$ cat src/rtl/ras_pkg.sv
package ras_pkg;

    typedef enum logic [1:0] {
        OP_HOLD,
        OP_PUSH,
        OP_POP,
        OP_SWAP
    } ras_op_e;

    typedef struct packed {
        logic push;
        logic pop;
    } ras_req_t;

    // A pop on an empty stack is dropped; a push with a pop replaces the top.
    function automatic ras_op_e decode_op(input ras_req_t req, input logic empty);
        if (req.push && req.pop && !empty) return OP_SWAP;
        if (req.push)                      return OP_PUSH;
        if (req.pop && !empty)             return OP_POP;
        return OP_HOLD;
    endfunction

endpackage

$ cat src/rtl/ras_ctrl.sv
module ras_ctrl
    import ras_pkg::*;
#(
    parameter int DEPTH = 8,
    localparam int PW = $clog2(DEPTH),
    localparam int CW = $clog2(DEPTH + 1)
) (
    input  logic          clk,
    input  logic          rst,
    input  ras_req_t      req,
    output logic          wr_en,
    output logic [PW-1:0] wr_slot,
    output logic [PW-1:0] rd_slot,
    output logic [CW-1:0] occ_count,
    output logic          full
);

    logic [PW-1:0] wr_idx;
    logic [PW-1:0] top_idx;
    logic          empty;
    ras_op_e       op;

    assign empty   = (occ_count == '0);
    assign full    = (occ_count == CW'(DEPTH));
    assign top_idx = wr_idx - 1'b1;
    assign op      = decode_op(req, empty);
    assign rd_slot = top_idx;

    always_comb begin
        wr_en   = 1'b0;
        wr_slot = wr_idx;
        case (op)
            OP_PUSH: begin
                wr_en   = 1'b1;
                wr_slot = wr_idx;
            end
            OP_SWAP: begin
                wr_en   = 1'b1;
                wr_slot = top_idx;
            end
            default: ;
        endcase
    end

    always_ff @(posedge clk) begin
        if (rst) begin
            wr_idx    <= '0;
            occ_count <= '0;
        end else begin
            case (op)
                OP_PUSH: begin
                    wr_idx <= wr_idx + 1'b1;
                    if (!full) occ_count <= occ_count + 1'b1;
                end
                OP_POP: begin
                    wr_idx    <= top_idx;
                    occ_count <= occ_count - 1'b1;
                end
                default: ;
            endcase
        end
    end

endmodule

$ cat src/rtl/ras_store.sv
module ras_store #(
    parameter int DEPTH = 8,
    parameter int AW    = 12,
    localparam int PW = $clog2(DEPTH)
) (
    input  logic          clk,
    input  logic          rst,
    input  logic          wr_en,
    input  logic [PW-1:0] wr_slot,
    input  logic [AW-1:0] wr_data,
    input  logic [PW-1:0] rd_slot,
    output logic [AW-1:0] rd_data
);

    logic [AW-1:0] slot_q [DEPTH];

    for (genvar g = 0; g < DEPTH; g++) begin : g_slot
        always_ff @(posedge clk) begin
            if (rst) begin
                slot_q[g] <= '0;
            end else if (wr_en && (wr_slot == PW'(g))) begin
                slot_q[g] <= wr_data;
            end
        end
    end

    assign rd_data = slot_q[rd_slot];

endmodule

$ cat src/rtl/ras_irq_gate.sv
module ras_irq_gate (
    input  logic pending,
    input  logic enable,
    input  logic full,
    output logic ack
);

    // A held request keeps waiting until a slot is free for its address.
    assign ack = pending & enable & ~full;

endmodule

$ cat src/rtl/ret_addr_stack.sv
module ret_addr_stack
    import ras_pkg::*;
#(
    parameter int AW    = 12,
    parameter int DEPTH = 8,
    localparam int PW = $clog2(DEPTH),
    localparam int CW = $clog2(DEPTH + 1)
) (
    input  logic          clk,
    input  logic          rst,
    input  logic          call_push,
    input  logic          irq_push,
    input  logic          ret_pop,
    input  logic [AW-1:0] push_addr,
    input  logic          irq_pending,
    input  logic          irq_enable,
    output logic [AW-1:0] ret_addr,
    output logic          stack_full,
    output logic          irq_ack
);

    ras_req_t      req;
    logic          wr_en;
    logic [PW-1:0] wr_slot;
    logic [PW-1:0] rd_slot;
    logic [CW-1:0] occ_count;

    assign req.push = call_push | irq_push;
    assign req.pop  = ret_pop;

    ras_ctrl #(.DEPTH(DEPTH)) u_ctrl (
        .clk       (clk),
        .rst       (rst),
        .req       (req),
        .wr_en     (wr_en),
        .wr_slot   (wr_slot),
        .rd_slot   (rd_slot),
        .occ_count (occ_count),
        .full      (stack_full)
    );

    ras_store #(.DEPTH(DEPTH), .AW(AW)) u_store (
        .clk     (clk),
        .rst     (rst),
        .wr_en   (wr_en),
        .wr_slot (wr_slot),
        .wr_data (push_addr),
        .rd_slot (rd_slot),
        .rd_data (ret_addr)
    );

    ras_irq_gate u_gate (
        .pending (irq_pending),
        .enable  (irq_enable),
        .full    (stack_full),
        .ack     (irq_ack)
    );

endmodule

$ cat config.mk
export PLATFORM = sky130hd
export DESIGN_NAME = ret_addr_stack
export DESIGN_NICKNAME = d
export VERILOG_FILES = /design/src/rtl/ras_pkg.sv /design/src/rtl/ras_ctrl.sv /design/src/rtl/ras_store.sv /design/src/rtl/ras_irq_gate.sv /design/src/rtl/ret_addr_stack.sv
export SDC_FILE = /design/constraint.sdc
export NUM_CORES = 1
export LEC_CHECK = 0
export ABC_AREA = 1
export CAP_MARGIN = 20
export CORE_MARGIN = 2
export CORE_UTILIZATION = 64
export CTS_CLUSTER_SIZE = 20
export DETAILED_ROUTE_END_ITERATION = 12
export GPL_TIMING_DRIVEN = 0
export PLACE_DENSITY = 0.85
export SKIP_CTS_REPAIR_TIMING = 1
export SKIP_LAST_GASP = 1
export SLEW_MARGIN = 20
export SYNTH_ARGS = -nofsm -noshare
export SYNTH_HDL_FRONTEND = slang
export SYNTH_SLANG_ARGS = --single-unit
$ cat constraint.sdc
create_clock -name clk -period 3.95 [get_ports clk]
set_clock_uncertainty 0.15 [all_clocks]
set_input_delay 0.5925 -clock clk [delete_from_list [all_inputs] [get_ports clk]]
set_output_delay 0.5925 -clock clk [all_outputs]
set_load 0.05 [all_outputs]
Word-level counts from Yosys, hierarchy flattened
Memory sizes are Yosys's and may differ from the RTL's.
Cells that the tools add are included.
Widths: inputs -> output; s select.
{ "classes": {"muxes": 51, "bitwise_logic": 12, "n_addsub": 4, "eq_ne": 12, "n_reduce_logical": 17} }
{ "ops": {"columns": ["cell", "count"], "rows": [
  ["$mux 12", 8],
  ["$mux 1", 33],
  ["$eq 3x3->1 const B", 4],
  ["$mux 2", 6],
  ["$logic_and 1x1->1", 11],
  ["$or 1x1->1", 9],
  ["$pmux 4 s2", 1],
  ["$eq 3x2->1 const B", 2],
  ["$pmux 3 s2", 1],
  ["$add 4x1->4 const B", 1],
  ["$eq 2x2->1 const B", 2],
  ["$eq 4x4->1 const B", 1],
  ["$logic_not 4->1", 1],
  ["$mux 4", 1],
  ["$sub 4x1->4 const B", 1],
  ["$add 3x1->3 const B", 1],
  ["$eq 3x1->1 const B", 1],
  ["$logic_not 3->1", 1],
  ["$mux 3", 1],
  ["$sub 3x1->3 const B", 1],
  ["$and 1x1->1", 2],
  ["$eq 2x1->1 const B", 1],
  ["$ne 2x2->1 const B", 1],
  ["$reduce_and 2->1", 1],
  ["4 further kinds", 4]
]} }
{ "word_totals": {"ram_bits": 96, "input_bits": 19, "out_inout_bits": 14, "mem_count": 1, "ff_bits": 7} }
{ "memory_table": {"columns": ["memory", "depth", "width", "read_ports", "rd_clocked_by_memory_dff", "write_ports", "line", "rtl"], "rows": [
  ["u_store.slot_q", 8, 12, 1, 0, 8, "ras_store.sv:15", "logic [AW-1:0] slot_q [DEPTH];"]
]} }

Depth between registers and ports, before layout
{ "logic_depth": {"depth_word": 18, "ltp_mapped": 12, "depth_no_buf": 12} }

Cells and area by module
From an unflattened synthesis, not the netlist that was laid out.
{ "hier_totals": {"hier_cells": 658, "hier_area_um2": 5383.9} }
{ "modules_own_cells": {"columns": ["mod", "instances", "cells_per_inst", "area_each_um2"], "rows": [
  ["ras_store", 1, 568, 4770.8],
  ["ras_ctrl", 1, 85, 591.8],
  ["ret_addr_stack", 1, 3, 11.3],
  ["ras_irq_gate", 1, 2, 10.0]
]} }

Worst setup path before layout
No wires, ideal clock.
{ "synth_timing": {"path_kind": "register to output", "start": "register u_ctrl.occ_count[3]", "end": "output port irq_ack", "arrival_ns": 2.633, "n_path_buf": 0, "path_slack_ns": 0.574, "stages_incl_launch_ff": 4, "path_cell_list": "dfxtp_1 -> inv_1 -> nor4_1 -> nor2_1"} }
{ "synth_via": {"elab_chain_cells": 3} }
{ "synth_lines": {"columns": ["element", "line", "rtl"], "rows": [
  ["start, declared", "ras_ctrl.sv:14", "output logic [CW-1:0] occ_count,"],
  ["start signal, assigned", "ras_ctrl.sv:53", "if (!full) occ_count <= occ_count + 1'b1;"],
  ["start signal, assigned", "ras_ctrl.sv:57", "occ_count <= occ_count - 1'b1;"],
  ["$eq 4x4->1", "ras_ctrl.sv:24", "assign full = (occ_count == CW'(DEPTH));"],
  ["named net stack_full", "ret_addr_stack.sv:18", "output logic stack_full,"],
  ["$not 1->1", "ras_irq_gate.sv:9", "assign ack = pending & enable & ~full;"],
  ["$and 1x1->1", "ras_irq_gate.sv:9", null],
  ["end, declared", "ret_addr_stack.sv:19", "output logic irq_ack"]
]} }
The timed path passes the listed nets, and every way through them passes these cells.

Worst setup path in the final report
{ "layout_timing": {"start": "register u_ctrl.wr_idx[0]", "end": "output port ret_addr[1]"} }
{ "layout_via": {"elab_chain_cells": 2} }
{ "layout_lines": {"columns": ["element", "line", "rtl"], "rows": [
  ["start, declared", "ras_ctrl.sv:18", "logic [PW-1:0] wr_idx;"],
  ["start signal, assigned", "ras_ctrl.sv:52", "wr_idx <= wr_idx + 1'b1;"],
  ["start signal, assigned", "ras_ctrl.sv:56", "wr_idx <= top_idx;"],
  ["$sub 3x1->3", "ras_ctrl.sv:25", "assign top_idx = wr_idx - 1'b1;"],
  ["$mem_v2 8x12", null, null],
  ["end, declared", "ret_addr_stack.sv:17", "output logic [AW-1:0] ret_addr,"]
]} }
No other way between the ends.

==> flow_summary.ini <==
[cells_and_area]
final_cell_mix = 174 x nor2_1, 96 x edfxtp_1, 79 x nand2_1
n_antenna_cell = 0
drive_above_1_share_pct = 11.26
area_growth_pct = 13.48
fin_nets = 609
nFillCells = 524
fin_cells = 688
layout_commonest_cell = nor2_1
final_cell_area_sq_um = 5793

[timing]
finalCritPeriodShare_pct = 97.13
period_needed_ns = 3.837
hold_violations = 0
maxSlewViolCount = 0
worst_pin_slew_ns = 0.6290
setup_viol = 0
timing.slew.headroom_pct = 57.96
rsz0062_at_grt = true
max_freq_ghz = 0.2607

[synth]
synth.area.top_cells = edfxtp_1 56%, nor2_1 13%, o21ai_0 6.4%, nand2_1 5.8%, dfxtp_1 2.7%
yosys_warnings = 0
yosys.area.top_type = edfxtp_1
async_reset_ff_share_pct = 0
syn_area_per_cell_sq_um = 9.471
synth_edf_count = 96
syn_inst = 539
synth_top_area_share_pct = 56.47
yosysSeqAreaShare_pct = 59.22
synth_area_sq_um = 5105
synth_cell_types = 30
ys.flop_type = edfxtp_1
syn-num-nets = 566
synth_seq_cells = 103

[worst_hold_path]
min-delay-start = u_ctrl.wr_idx[2]
min_path_type = reg2reg

[clock_network]
cts_sinks = 103
path_clk_slew_ns = 0.09
h-tree-depth = 3
insertion_delay_ns = 0.37
cts_tree = yes
cts_buffers = 9
root_buffer = clkbuf_8
cts.path.max_buffers = 2

[routing]
dr.pass1.iters = 5
via_count = 3984
finalWirelength_um = 12180
routedWlPerCell_um = 17.70
drc = 0
drtAntennaViolNets = 0
viasPerCell = 5.791
dr.first_iter.drc_count = 460

[power]
p_leak_nw = 2.504
ir_drop_v = 0.0006424
power_density_nw_per_um2 = 821.8

[floorplanning]
core_area_sq_um = 7727
ios = 33
chipHeight_um = 93.31
start_util_pct = 66.06
die_x_um = 93.31
dieArea_sq_um = 8707
core.rowCount = 32

[global_routing]
grt_max_degree = 18
grt.overflow.total = 0
grt_pass1_vias = 4032
antenna_found_initial = 0
track_usage_pct = 30.35
grt_pass1_wl_um = 19600

[status]
outcome = finished, final reports clean

[setup_path]
criticalPathCategory = reg2out
r2r_cells = 10
critPathLaunch = u_ctrl.wr_idx[0]
end_kind = output pin
cp.arrival_ns = 3.09
cp.required_ns = 3.21
startpoint_type = flip-flop
r2r-end = u_store.slot_q[4][7]
rrSetupSlack_ns = 1.27
crit_path_max_fanout = 10
r2r-start = u_ctrl.wr_idx[0]
cp-endpoint = ret_addr[1]

[placed_design]
post-dp-hpwl_um = 8283
gp_congestion = 0.8995
placed_cells = 673
place_area_sq_um = 5553
io_buffers = 32

[job]
maxCapViolations = 0
-- worst min-delay path by stage --
stage | end | slack, ns | depth (start not counted)
global route | u_ctrl.wr_idx[2] | 0.41 | 2
floorplan | u_ctrl.occ_count[0] | 0.32 | 2
finish | u_ctrl.wr_idx[2] | 0.37 | 2
detailed placement | u_ctrl.wr_idx[2] | 0.35 | 2
global placement | u_ctrl.wr_idx[2] | 0.35 | 2
CTS | u_ctrl.wr_idx[2] | 0.37 | 2
-- Yosys cell counts, types with 2 or more instances --
| cell | instances |
|---|---|
| buf_4 | 5 |
| nor2_4 | 4 |
| inv_1 | 25 |
| dfxtp_1 | 7 |
| buf_6 | 9 |
| nand2_2 | 5 |
| nor2_2 | 3 |
| o21ai_0 | 65 |
| nand3_2 | 9 |
| buf_2 | 5 |
| inv_2 | 3 |
| nand2_1 | 79 |
| ha_1 | 7 |
| a21oi_1 | 4 |
| nor2_1 | 174 |
| clkbuf_1 | 9 |
| xnor2_1 | 2 |
| edfxtp_1 | 96 |
| o21ai_1 | 9 |
| nand3_1 | 9 |
-- through the flow --
step	total power [W]	TNS (ns)	utilization [%]	hold slack, ns	worst slack [ns]
final	0.004761	0	74.97	0.3674	0.1134
after global routing	0.005021	-0.08507	74.97	0.4147	-0.08507
after CTS	0.004754	-1.617	74.66	0.3679	-0.2567
after detailed placement	0.004029	0	71.86	0.3539	0.2135
after global placement	0.003961	0	71.86	0.3468	0.2486
after floorplan	0.003288	0	-	0.3224	0.5745
-- critical path: stages, from the launching register on --
cell and delay, ns:
dfxtp_1 0.34, buf_4 0.18, inv_2 0.06, buf_2 0.21
ha_1 0.42, buf_2 0.29, buf_4 0.23, o21ai_0 0.12
o21ai_0 0.23, nand2_1 0.08, nand2_1 0.12, dlymetal6s2s_1 0.43
-- cells by family (layout without fill, tap and decap cells) --
family                   count (synthesis)  count (layout)  synth area share, %
AO/OA/AOI/OAI                           79              79                7.794
XOR/XNOR                                 5               5                1.152
adder cells (fa/ha/maj)                  8               8                2.108
buffers and inverters                   58             105                6.152
flip-flops                             103             103                59.22
AND/OR/NAND/NOR                        286             286                23.58
-- registers in the layout, summed over array words and instances (netlist names) --
name / cells
u_ctrl.occ_count: 4
u_store.slot_q: 96
u_ctrl.wr_idx: 3
-- metal layers --
metal	vias up	GRT usage [%]	part of all wire (%)
li1	1855	-	-
met1	1852	39.00	38
met2	236	49.88	49
met3	41	5.560	9.5
met4	0	14.83	3.3
met5	-	0	0
-- area by class of cell --
cell class,instances,area (sq um),area share [%]
Sequential cell,103,3023,52.18
Multi-Input combinational cell,378,1768,30.52
Timing Repair Buffer,32,342.8,5.918
Buffer,28,198.9,3.434
Tap cell,102,127.6,2.203
Clock buffer,9,123.9,2.138
Inverter,30,116.4,2.009
Clock inverter,6,92.59,1.598
-- report_power, final --
| part | leakage, nW | switching [W] | internal (W) |
|---|---|---|---|
| Clock | 0.102 | 0.000372 | 0.000358 |
| Combinational | 1.34 | 0.00172 | 0.000713 |
| Sequential | 1.06 | 0.0000870 | 0.00151 |
| Total | 2.50 | 0.00218 | 0.00258 |
Power figures use the tool's default switching activity.
